[src/rtl/pause_pkg.sv]
package pause_pkg;

  typedef enum logic [1:0] {
    PH_RUN        = 2'd0,
    PH_DUMMY_WAIT = 2'd1,
    PH_DUMMY_STOP = 2'd2
  } pause_phase_e;

  // Strobes sent from the control unit to the flag datapath
  typedef struct packed {
    logic setWait;    // wait dummy cycle is finishing
    logic setStop;    // stop dummy cycle is finishing
    logic wake;       // some interrupt line is low this cycle
    logic decEvt;     // an interrupt sequence is being entered
    logic dummyNext;  // a dummy cycle follows this edge
  } pause_cmd_t;

endpackage

[src/rtl/pause_ctrl.sv]
module pause_ctrl
  import pause_pkg::*;
#(
  parameter int          OPW     = 8,
  parameter int          NUM_INT = 2,
  parameter logic [OPW-1:0] OP_WAIT = 8'hCB,
  parameter logic [OPW-1:0] OP_STOP = 8'hDB,
  parameter logic [OPW-1:0] OP_BRK  = 8'h00
) (
  input  logic               clk,
  input  logic               rstN,
  input  logic [NUM_INT-1:0] intN,
  input  logic               execStb,
  input  logic [OPW-1:0]     opcode,
  input  logic               stepEn,
  output pause_cmd_t         cmd,
  output logic               dummyRd
);

  pause_phase_e phase, phaseNext;
  logic         accept;
  logic [NUM_INT-1:0] intPrev;
  logic [NUM_INT-1:0] intFell;

  assign accept = stepEn && execStb;

  // Phase sequencing: a pause opcode always costs one dummy-read cycle
  always_comb begin
    phaseNext = phase;
    if (!rstN) begin
      phaseNext = PH_RUN;
    end else begin
      case (phase)
        PH_RUN: begin
          if (accept && opcode == OP_WAIT)      phaseNext = PH_DUMMY_WAIT;
          else if (accept && opcode == OP_STOP) phaseNext = PH_DUMMY_STOP;
        end
        PH_DUMMY_WAIT, PH_DUMMY_STOP: phaseNext = PH_RUN;
        default: phaseNext = PH_RUN;
      endcase
    end
  end

  always_ff @(posedge clk) begin
    phase <= phaseNext;
  end

  assign dummyRd = (phase != PH_RUN);

  // Falling-edge detectors, one per interrupt line
  for (genvar g = 0; g < NUM_INT; g++) begin : gEdge
    always_ff @(posedge clk) begin
      if (!rstN) intPrev[g] <= 1'b1;
      else       intPrev[g] <= intN[g];
    end
    assign intFell[g] = intPrev[g] && !intN[g];
  end

  always_comb begin
    cmd.setWait   = (phase == PH_DUMMY_WAIT);
    cmd.setStop   = (phase == PH_DUMMY_STOP);
    cmd.wake      = !(&intN);
    cmd.decEvt    = (|intFell) || (accept && opcode == OP_BRK);
    cmd.dummyNext = (phaseNext != PH_RUN);
  end

  // an accepted pause opcode yields a dummy-read cycle next
  a_r2_dummy_follows: assert property (@(posedge clk) disable iff (!rstN)
    (accept && (opcode == OP_WAIT || opcode == OP_STOP)) |=> dummyRd);

  // dummy-read lasts exactly one cycle
  a_r2_dummy_single: assert property (@(posedge clk) disable iff (!rstN)
    dummyRd |=> !dummyRd);

  // strobes are never accepted during a dummy cycle
  a_r4_no_accept_dummy: assert property (@(posedge clk) disable iff (!rstN)
    dummyRd |-> !accept);

endmodule

[src/rtl/pause_dp.sv]
module pause_dp
  import pause_pkg::*;
(
  input  logic       clk,
  input  logic       rstN,
  input  pause_cmd_t cmd,
  output logic       stepEn,
  output logic       decClr,
  output logic       waiting,
  output logic       stopped
);

  logic waitNext;
  logic stopNext;

  // Wake beats a wait that is just being set; reset beats everything
  always_comb begin
    if (!rstN)            waitNext = 1'b0;
    else if (cmd.wake)    waitNext = 1'b0;
    else if (cmd.setWait) waitNext = 1'b1;
    else                  waitNext = waiting;
  end

  always_comb begin
    if (!rstN)            stopNext = 1'b0;
    else if (cmd.setStop) stopNext = 1'b1;
    else                  stopNext = stopped;
  end

  always_ff @(posedge clk) begin
    waiting <= waitNext;
    stopped <= stopNext;
    stepEn  <= rstN && !(waitNext || stopNext || cmd.dummyNext);
    decClr  <= !rstN || cmd.decEvt;
  end

  // no stepping while a pause flag is set
  a_r4_paused_blocks_step: assert property (@(posedge clk) disable iff (!rstN)
    (waiting || stopped) |-> !stepEn);

  // stop persists until reset
  a_r6_stop_holds: assert property (@(posedge clk) disable iff (!rstN)
    stopped |=> stopped);

  // a low interrupt line ends a wait on the next edge
  a_r5_wake_clears: assert property (@(posedge clk) disable iff (!rstN)
    (waiting && cmd.wake) |=> (!waiting && stepEn));

  // the end of a wait dummy cycle sets the flag unless woken
  a_r2_wait_sets: assert property (@(posedge clk) disable iff (!rstN)
    (cmd.setWait && !cmd.wake) |=> waiting);

  // the end of a stop dummy cycle sets the flag
  a_r3_stop_sets: assert property (@(posedge clk) disable iff (!rstN)
    cmd.setStop |=> stopped);

endmodule

[src/rtl/cpu_pause_ctrl.sv]
module cpu_pause_ctrl
  import pause_pkg::*;
#(
  parameter int OPW = 8
) (
  input  logic           clk,
  input  logic           rstN,
  input  logic           irqN,
  input  logic           nmiN,
  input  logic           execStb,
  input  logic [OPW-1:0] opcode,
  output logic           stepEn,
  output logic           dummyRd,
  output logic           decClr,
  output logic           waiting,
  output logic           stopped
);

  localparam int NUM_INT = 2;

  pause_cmd_t         cmd;
  logic [NUM_INT-1:0] intN;

  assign intN = {nmiN, irqN};

  pause_ctrl #(
    .OPW     (OPW),
    .NUM_INT (NUM_INT)
  ) uCtrl (
    .clk     (clk),
    .rstN    (rstN),
    .intN    (intN),
    .execStb (execStb),
    .opcode  (opcode),
    .stepEn  (stepEn),
    .cmd     (cmd),
    .dummyRd (dummyRd)
  );

  pause_dp uDp (
    .clk     (clk),
    .rstN    (rstN),
    .cmd     (cmd),
    .stepEn  (stepEn),
    .decClr  (decClr),
    .waiting (waiting),
    .stopped (stopped)
  );

  // a new non-maskable interrupt strobes the decimal clear
  a_r7_nmi_decclr: assert property (@(posedge clk) disable iff (!rstN)
    $fell(nmiN) |=> decClr);

  // a new interrupt request strobes the decimal clear
  a_r7_irq_decclr: assert property (@(posedge clk) disable iff (!rstN)
    $fell(irqN) |=> decClr);

endmodule

[config.mk]
export PLATFORM = sky130hd
export DESIGN_NAME = cpu_pause_ctrl
export DESIGN_NICKNAME = d
export VERILOG_FILES = /design/src/rtl/pause_pkg.sv /design/src/rtl/pause_ctrl.sv /design/src/rtl/pause_dp.sv /design/src/rtl/cpu_pause_ctrl.sv
export SDC_FILE = /design/constraint.sdc
export NUM_CORES = 1
export LEC_CHECK = 0
export ABC_CLOCK_PERIOD_IN_PS = 1650
export BUFFER_PORTS_ARGS = -buffer_cell sky130_fd_sc_hd__buf_2
export CAP_MARGIN = 10
export CELL_PAD_IN_SITES_DETAIL_PLACEMENT = 0
export CELL_PAD_IN_SITES_GLOBAL_PLACEMENT = 2
export CORE_AREA = 2 2 42 44
export CTS_BUF_LIST = sky130_fd_sc_hd__clkbuf_16
export CTS_CLUSTER_DIAMETER = 50
export CTS_CLUSTER_SIZE = 24
export DETAILED_ROUTE_END_ITERATION = 7
export DIE_AREA = 0 0 44 46
export PLACE_DENSITY_LB_ADDON = 0.25
export SETUP_SLACK_MARGIN = 0.05
export SLEW_MARGIN = 20
export SYNTH_ARGS = -nofsm -noshare
export SYNTH_HDL_FRONTEND = slang
export SYNTH_SLANG_ARGS = --single-unit
[constraint.sdc]
create_clock -name clk -period 1.65 [get_ports clk]
set_clock_uncertainty 0.1 [all_clocks]
set_input_delay 0.0825 -clock clk [delete_from_list [all_inputs] [get_ports clk]]
set_output_delay 0.0825 -clock clk [all_outputs]
set_load 0.1 [all_outputs]
==> flow_summary.ini, run 1 <==
[run_status]
status = complete, but fails checks
violations = negative hold slack

[global_route]
grt.total_usage = 0.0965
grt.overflow.total = 0
antenna_found_initial = 0
grt_max_degree = 8
grt_pass1_wl_um = 1300
grt_pass1_vias = 328

[cells_and_area]
diodes = 0
multiInputGateArea_sq_um = 131
fin_nets = 71
area_delta_synth_final_pct = 77.4
n_fill_cell = 172
fin_util = 0.334
drive_gt1_frac = 0.421
regArea_sq_um = 164

[logic_synthesis]
syn_inst = 32
ys_seq_area_frac = 0.527
avgSynthCellArea_sq_um = 9.50
yosysWarningCount = 0
synth.top_cells.by_area = dfxtp_1 (53%), inv_1 (6.2%), nand2b_1 (4.1%), nand4bb_1 (3.7%), nor2_1 (3.7%)
synth_top_area_cell = dfxtp_1
ys_ff_latch = 8
syn_area_sq_um = 304
syn_nets = 45
post_synth_num_cell_types = 17
synth_top_area_share = 0.527

[floorplan]
die_w_um = 44
die_area_sq_um = 2020
start_util = 0.188
ios = 18
coreArea_sq_um = 1610
rows = 15
dieHeight_um = 46

[worst_setup_path]
path_max_fanout = 3
regToRegSetupSlack_ns = 0.19
rr_startpoint = uCtrl.phase[0]$_DFF_P_
slowest_delay_ns = 0.54
startpoint_type = register
worst-setup-path-type = reg -> reg
critPathSlowestCell = or4_4
rr_worst_depth = 3
path_cells = or2_4 -> or4_4 -> o2111a_1
endpoint_kind = register
reg2reg_to = uDp.stepEn$_DFF_P_
worstPathArrival_ns = 1.48
required_ns = 1.67

[detailed_routing]
drcViolationCount = 0
vias = 321
drt-pass1-iter-count = 2
ant_nets = 0
routed_wl_um = 731
drtIter0Drc = 4
via_per_inst = 4.34
wl_per_cell_um = 9.88

[job]
maxCapViolCount = 0

[sta]
period_minus_slack_ns = 1.46
fin_hold_ws_ns = -0.00334
tightest_slew_ns = 0.484
clock.fmax_mhz = 686
finalCritPeriodShare = 0.883
hold_violations = 1
setup_tns_ns = 0
grt_setup_unrepaired = no
slew_violations = 0
finalSetupViolations = 0
maxSlewHeadroom = 0.680

[clocking]
cts_tree = yes
clk_pin_slew_ns = 0.04
cts_root_buffer = clkbuf_16
cts_max_path_buffers = 2
cts_sinks = 8
h-tree-depth = 1
numCtsBuffers = 3
clk_latency_ns = 0.23
cts_setup_buffers = 0

[min_path]
min_from = rstN
min_to = uCtrl.intPrev[0]$_SDFF_PN1_
holdCritPathClass = in -> reg
holdPathStages = 2

[power]
power_frac_comb = 0.091
p_total_uw = 669
p_leak_uw = 0.000246
p_seq_frac = 0.301
p_clk_frac = 0.608
ir_worst_vdd_v = 0.00103
p_int_uw = 539
p_sw_uw = 130
switching_share = 0.194
power.density_nw_per_um2 = 1240

[placement]
gp_congestion = 0.605
io_buffers = 17
hpwl_um = 563
kinds of logic (layout without fill, tap and decap cells):
family | count (synthesis) | in the layout | synth area share
AND/OR/NAND/NOR | 14 | 14 | 0.296
flip-flops | 8 | 8 | 0.527
AO/OA/AOI/OAI | 5 | 5 | 0.115
buffers and inverters | 5 | 30 | 0.0617
synthesized netlist by cell type:
master     count
a211o_1        1
a21oi_1        2
dfxtp_1        8
inv_1          5
nand2_1        1
nand2b_1       2
nand3_1        1
nand4_1        1
nand4bb_1      1
nor2_1         3
nor2b_1        1
nor4_1         1
o2111a_1       1
o21ai_0        1
or2_4          1
or4_1          1
or4_4          1
registers in the layout (all words and copies together), names as in the netlist:
name and flops:
uDp.waiting 1, uDp.stepEn 1, uCtrl.phase 2, uDp.decClr 1
uDp.stopped 1, uCtrl.intPrev 2
through the flow:
| step | std cells | instance area, sq um | worst slack, ns |
|---|---|---|---|
| global placement | 66 | 414 | 0.207 |
| finish | 74 | 539 | 0.192 |
| floorplan | 32 | 308 | 0.0536 |
| global route | 74 | 539 | 0.0735 |
| CTS | 74 | 533 | 0.119 |
| detailed placement | 66 | 414 | 0.198 |
worst max-delay path, delay by kind of cell (launching register included):
kind,cells,cell delay (ns)
AOI/OAI and AO/OA,1,0.14
DFF,1,0.31
and+or+nand+nor,2,0.79
how the worst max path moves through the flow:
stage / start / to / slack, ns / cells after the start
after detailed placement: uCtrl.phase[0]$_DFF_P_ / uDp.stepEn$_DFF_P_ / 0.20 / 3
after CTS: opcode[4] / uDp.decClr$_DFF_P_ / 0.12 / 5
after floorplan: uCtrl.phase[0]$_DFF_P_ / uDp.stepEn$_DFF_P_ / 0.05 / 3
after global placement: uCtrl.phase[0]$_DFF_P_ / uDp.stepEn$_DFF_P_ / 0.21 / 3
after global routing: opcode[4] / uDp.decClr$_DFF_P_ / 0.07 / 5
final: uCtrl.phase[0]$_DFF_P_ / uDp.stepEn$_DFF_P_ / 0.19 / 3
timing repair:
| action | in CTS | in global routing |
|---|---|---|
| setup endpoints to repair | 0 | 1 |
| hold buffers | 4 | 0 |
| resized for setup | 0 | 1 |
| endpoints found under the hold margin | 4 | 0 |
power groups by stage:
stage               clock, uW  sequential, uW  combinational [uW]
finish                    407             201                60.8
global route              433             201                65.5
CTS                       417             201                60.6
detailed placement          0             204                53.2
global placement            0             204                53.9
floorplan                   0             225                9.87
layout by cell type (no fill, tap or decap):
cell,netlist,final
nand2_1,1,1
dfxtp_1,8,7
o2111a_1,1,1
dfxtp_4,0,1
clkbuf_16,0,3
nand3_1,1,1
or2_4,1,1
a21oi_1,2,2
nand2b_1,2,2
dlygate4sd3_1,0,4
or4_4,1,1
buf_2,0,17
a211o_1,1,1
or4_1,1,1
nor2b_1,1,1
o21ai_0,1,1
nor2_1,3,3
inv_1,5,6
nor4_2,0,1
nand4_1,1,1
nand4bb_1,1,1
cell type report:
class | instances | share of cell area
flip-flops and latches | 8 | 0.304
multi-input cells | 19 | 0.244
repair buffers | 21 | 0.232
clock buffers | 3 | 0.139
well taps | 17 | 0.0394
inverters | 5 | 0.0348
clock inverters | 1 | 0.00696
layer usage:
metal / GRT usage / routed length, um / up-vias
met5: 0 / 0 / -
met4: 0.0182 / 0 / 0
met3: 0.0714 / 50 / 0
met2: 0.179 / 412 / 9
met1: 0.0831 / 268 / 150
li1: - / - / 162
Note: power is estimated with default switching activity, not from simulation.
==> run 2: changes to the inputs <==
--- a/config.mk
+++ b/config.mk
@@ -5,17 +5,18 @@
 export SDC_FILE = /design/constraint.sdc
 export NUM_CORES = 1
 export LEC_CHECK = 0
+export ABC_AREA = 1
 export ABC_CLOCK_PERIOD_IN_PS = 1650
 export BUFFER_PORTS_ARGS = -buffer_cell sky130_fd_sc_hd__buf_2
 export CAP_MARGIN = 10
 export CELL_PAD_IN_SITES_DETAIL_PLACEMENT = 0
 export CELL_PAD_IN_SITES_GLOBAL_PLACEMENT = 2
-export CORE_AREA = 2 2 42 44
+export CORE_AREA = 2 2 47 49
 export CTS_BUF_LIST = sky130_fd_sc_hd__clkbuf_16
 export CTS_CLUSTER_DIAMETER = 50
 export CTS_CLUSTER_SIZE = 24
 export DETAILED_ROUTE_END_ITERATION = 7
-export DIE_AREA = 0 0 44 46
+export DIE_AREA = 0 0 49 51
 export PLACE_DENSITY_LB_ADDON = 0.25
 export SETUP_SLACK_MARGIN = 0.05
 export SLEW_MARGIN = 20
==> run 2 against run 1 <==
The flow now finishes without violations. Global-route usage shrank 0.78 points. Area after synthesis grew 23%. Clock-buffer cell count unchanged. Power up 1.2%. Register-to-register slack gained 0.42 ns. Critical path type is now in -> reg. Critical endpoint is now uCtrl.intPrev[1]$_SDFF_PN1_.
==> flow_summary.ini, run 2 <==
[run_status]
status = complete, no violations

[floorplan]
rows = 17
start_util = 0.181
ios = 18
dieHeight_um = 51
coreArea_sq_um = 2060
die_area_sq_um = 2500
die_w_um = 49

[logic_synthesis]
avgSynthCellArea_sq_um = 6.80
ys_seq_area_frac = 0.428
syn_inst = 55
synth_top_area_cell = dfxtp_1
yosys-top-cells-count = nand2_1 (10), nor2_1 (10), dfxtp_1 (8)
synth_top_area_share = 0.428
syn_area_sq_um = 374
synthFlopType = dfxtp_1
async_flop_share = 0
synth.top_cells.by_area = dfxtp_1 (43%), nand2_1 (10%), nor2_1 (10%), inv_1 (7.0%), nand3_1 (5.4%)
ys_ff_latch = 8
syn_nets = 68
synth_edf_count = 0
post_synth_num_cell_types = 13
yosysWarningCount = 0

[global_route]
grt_max_degree = 7
antenna_found_initial = 0
grt.total_usage = 0.0886
grt.overflow.total = 0
grt_pass1_vias = 395
grt_pass1_wl_um = 1590

[sta]
clock.fmax_mhz = 724
period_minus_slack_ns = 1.38
final.setup.worst_slack_ns = 0.269
finalSetupViolations = 0
maxSlewHeadroom = 0.678
grt_setup_unrepaired = no
slew_violations = 0
hold_violations = 0
setup_tns_ns = 0
finalCritPeriodShare = 0.837
tightest_slew_ns = 0.486

[worst_setup_path]
cp_top_family = buffers and inverters
path_cells = dlygate4sd3_1 -> buf_2 -> inv_1 -> nand2_1 -> dlygate4sd3_1
path_max_fanout = 2
worst-setup-path-type = in -> reg
startpoint_type = input port
critical_path_buf_inv_count = 4
critPathSlowestCell = dlygate4sd3_1
endpoint_kind = register
worstPathArrival_ns = 1.39
slowest_delay_ns = 0.55
critical_path.most_common_cell = dlygate4sd3_1
required_ns = 1.66

[cells_and_area]
top_regs = uCtrl.intPrev: 2 flops, uCtrl.phase: 2 flops
drive_gt1_frac = 0.380
mostFrequentLayoutCell = buf_2
regArea_sq_um = 161
final_cell_count_no_fill = 107
fin_nets = 94
n_fill_cell = 240
area_delta_synth_final_pct = 63.2
multiInputGateArea_sq_um = 173
final_cell_mix = buf_2 (17), nand2_1 (10), nor2_1 (10), inv_1 (7), dfxtp_1 (7)
diodes = 0

[clocking]
clk_latency_ns = 0.23
cts_max_path_buffers = 2
clk_pin_slew_ns = 0.04
numCtsBuffers = 3
cts_root_buffer = clkbuf_16
cts_sinks = 8
cts_tree = yes
h-tree-depth = 1
cts_setup_buffers = 0

[power]
power.density_nw_per_um2 = 1110
p_leak_uw = 0.000307
ir_worst_vdd_v = 0.000347

[detailed_routing]
vias = 415
ant_nets = 0
via_per_inst = 3.88
drt-pass1-iter-count = 2
drtIter0Drc = 9
drcViolationCount = 0
wl_per_cell_um = 8.49
routed_wl_um = 908

[placement]
gp_congestion = 0.713
place_ws_ns = 0.579
io_buffers = 17
place_inst = 100
hpwl_um = 760

[min_path]
holdCritPathClass = in -> reg

[job]
maxCapViolCount = 0
[run 2: worst reg2reg max path: stages (launching register included)]
cell and delay [ns]:
dfxtp_1 0.32, inv_2 0.07, nand3_1 0.12, inv_2 0.09, nand3_1 0.06, nor2_1 0.11, nor2_2 0.05
[run 2: worst paths after layout]
kind | depth (start not counted) | from | slack [ns] | endpoint
min reg2reg | 2 | uCtrl.intPrev[0]$_SDFF_PN1_ | 0.36 | uDp.decClr$_DFF_P_
min | 3 | execStb | 0.05 | uCtrl.phase[1]$_DFF_P_
max | 5 | nmiN | 0.27 | uCtrl.intPrev[1]$_SDFF_PN1_
max reg2reg | 6 | uCtrl.phase[1]$_DFF_P_ | 0.61 | uDp.stepEn$_DFF_P_
[run 2: layout make-up]
class	count	area share
clock buffers	3	0.123
flip-flops and latches	8	0.264
inverters	11	0.0676
well taps	28	0.0574
multi-input cells	36	0.283
repair buffers	21	0.205
[run 2: metrics by stage]
step	hold WS [ns]	total power, uW	instance area, sq um	util
finish	0.0459	677	611	0.296
detailed placement	0.189	274	495	0.240
global route	0.0710	715	611	0.296
CTS	0.0448	690	611	0.296
floorplan	0.0512	248	375	-
global placement	0.191	275	495	0.240
[run 2: cell families (layout without fill, tap and decap cells)]
logic type / Yosys count / in the layout / share of synthesized area
simple gates: 32 / 32 / 0.391
compound gates: 4 / 4 / 0.0702
buf+inv: 11 / 35 / 0.110
flops: 8 / 8 / 0.428
[run 2: routing by layer]
layer	global-route usage	up-vias	wire, um
met3	0.0322	2	56
met1	0.104	182	418
met4	0.0714	0	12
li1	-	218	-
met2	0.130	13	419
met5	0	-	0
[run 2: power by group]
part	switching, uW	internal, uW	total (uW)
clock network	87.3	312	399
registers	2.11	200	202
logic	48.1	27.4	75.5
total	138	539	677
[run 2: repair_timing]
item,4_1_cts,5_1_grt
resized for setup,0,0
hold endpoints to repair,2,0
hold buffers,4,0
==> run 3: changes to the inputs <==
--- a/config.mk
+++ b/config.mk
@@ -6,7 +6,7 @@
 export NUM_CORES = 1
 export LEC_CHECK = 0
 export ABC_AREA = 1
-export ABC_CLOCK_PERIOD_IN_PS = 1650
+export ABC_CLOCK_PERIOD_IN_PS = 1350
 export BUFFER_PORTS_ARGS = -buffer_cell sky130_fd_sc_hd__buf_2
 export CAP_MARGIN = 10
 export CELL_PAD_IN_SITES_DETAIL_PLACEMENT = 0
==> constraint.sdc (replaced) <==
create_clock -name clk -period 1.35 [get_ports clk]
set_clock_uncertainty 0.1 [all_clocks]
set_input_delay 0.0675 -clock clk [delete_from_list [all_inputs] [get_ports clk]]
set_output_delay 0.0675 -clock clk [all_outputs]
set_load 0.1 [all_outputs]
==> run 3 against run 2 <==
Worst setup slack lost 0.093 ns. Power grew 25%. Sequential power grew 22%. Register-to-register slack lost 0.31 ns. Largest power group unchanged. Via count shrank 3.6%. Largest cell class unchanged. Combinational power grew 18%. Sequential cell count is the same. Core utilization grew 0.67 points. Critical path type is now reg -> out. Final cell count is the same.
==> flow_summary.ini, run 3 (synthesis results as in run 2) <==
[run_status]
status = complete, no violations

[worst_setup_path]
worstPathArrival_ns = 1.01
required_ns = 1.18
critPathSlowestCell = buf_2
startpoint_type = register
slowest_delay_ns = 0.42
worst-setup-path-type = reg -> out
path_max_fanout = 4
critical_path_buf_inv_count = 1
path_cells = buf_2
endpoint_kind = output pin
cp_top_family = buffers and inverters

[sta]
final.setup.worst_slack_ns = 0.176
clock.fmax_mhz = 852
slew_violations = 0
period_minus_slack_ns = 1.17
finalCritPeriodShare = 0.870
maxSlewHeadroom = 0.679
tightest_slew_ns = 0.485
hold_violations = 0
setup_tns_ns = 0
finalSetupViolations = 0
grt_setup_unrepaired = no

[global_route]
grt_pass1_vias = 337
grt.total_usage = 0.0829
grt.overflow.total = 0
grt_max_degree = 7
grt_pass1_wl_um = 1400
antenna_found_initial = 0

[clocking]
numCtsBuffers = 3
cts_tree = yes
cts_root_buffer = clkbuf_16
cts_resized = 0
clk_pin_slew_ns = 0.04
cts_max_path_buffers = 2
h-tree-depth = 1
clk_latency_ns = 0.23
cts_sinks = 8

[detailed_routing]
routed_wl_um = 885
via_per_inst = 3.74
drtIter0Drc = 7
wl_per_cell_um = 8.27
vias = 400
ant_nets = 0
drt-pass1-iter-count = 4
drcViolationCount = 0

[cells_and_area]
fin_nets = 93
area_delta_synth_final_pct = 66.9
drive_gt1_frac = 0.405
final_cell_mix = buf_2 (16), nand2_1 (10), nor2_1 (10), inv_1 (8), dfxtp_1 (5)
top_regs = uCtrl.intPrev: 2 flops, uCtrl.phase: 2 flops
diodes = 0
mostFrequentLayoutCell = buf_2

[floorplan]
ios = 18
die_area_sq_um = 2500
dieHeight_um = 51
coreArea_sq_um = 2060
rows = 17
start_util = 0.181
die_w_um = 49

[job]
maxCapViolCount = 0

[power]
ir_worst_vdd_v = 0.000408
power.density_nw_per_um2 = 1350
p_leak_uw = 0.000315

[placement]
place_ws_ns = 0.289
io_buffers = 17
gp_congestion = 0.744
hpwl_um = 732

[min_path]
holdCritPathClass = in -> reg
## run 3: cell types whose count changed in the layout (fill, tap and decap cells not counted), sizes merged
cell and change:
inv +1, dlygate4sd3 -1
## run 3: final cells by class
class	instances	area, sq um
Clock inverter	1	3.75
Fill cell	248	1440
Clock buffer	3	75.1
Sequential cell	8	166
Multi-Input combinational cell	36	173
Timing Repair Buffer	20	130
Inverter	11	41.3
Tap cell	28	35.0
## run 3: routing by layer
metal / GRT usage / vias to the layer above / part of all wire
met5: 0 / - / 0
met4: 0.100 / 0 / 0.024
met3: 0.0322 / 2 / 0.068
met2: 0.116 / 16 / 0.46
met1: 0.0875 / 162 / 0.45
li1: - / 220 / -
## run 3: report_power, final
part | leakage, uW | internal (uW) | switching (uW)
logic | 0.000206 | 31.7 | 57.8
registers | 0.0000671 | 244 | 2.84
clock network | 0.0000423 | 386 | 121
## run 3: repair_timing
action | CTS | global route
endpoints found under the setup margin | 0 | 0
hold endpoints to repair | 2 | 0
hold buffers | 3 | 0
buffers inserted | 0 | 0
## run 3: path summary, 6_finish.rpt
path | slack (ns) | to | cells after the start | startpoint
setup reg to reg | 0.30 | uDp.stepEn$_DFF_P_ | 5 | uDp.stepEn$_DFF_P_
setup / recovery | 0.18 | stepEn | 1 | uDp.stepEn$_DFF_P_
hold / removal | 0.02 | uCtrl.phase[1]$_DFF_P_ | 3 | execStb
hold reg to reg | 0.36 | uDp.stopped$_DFF_P_ | 2 | uDp.stopped$_DFF_P_
## run 3: through the flow
| step | instance area, sq um | total power (uW) | hold slack, ns | cells | utilization |
|---|---|---|---|---|---|
| finish | 624 | 843 | 0.0172 | 107 | 0.303 |
| global route | 624 | 883 | 0.0401 | 107 | 0.303 |
| CTS | 624 | 853 | 0.0151 | 107 | 0.303 |
| detailed placement | 515 | 334 | 0.176 | 100 | 0.250 |
| global placement | 515 | 335 | 0.178 | 100 | 0.250 |
| floorplan | 380 | 301 | 0.0362 | 55 | - |
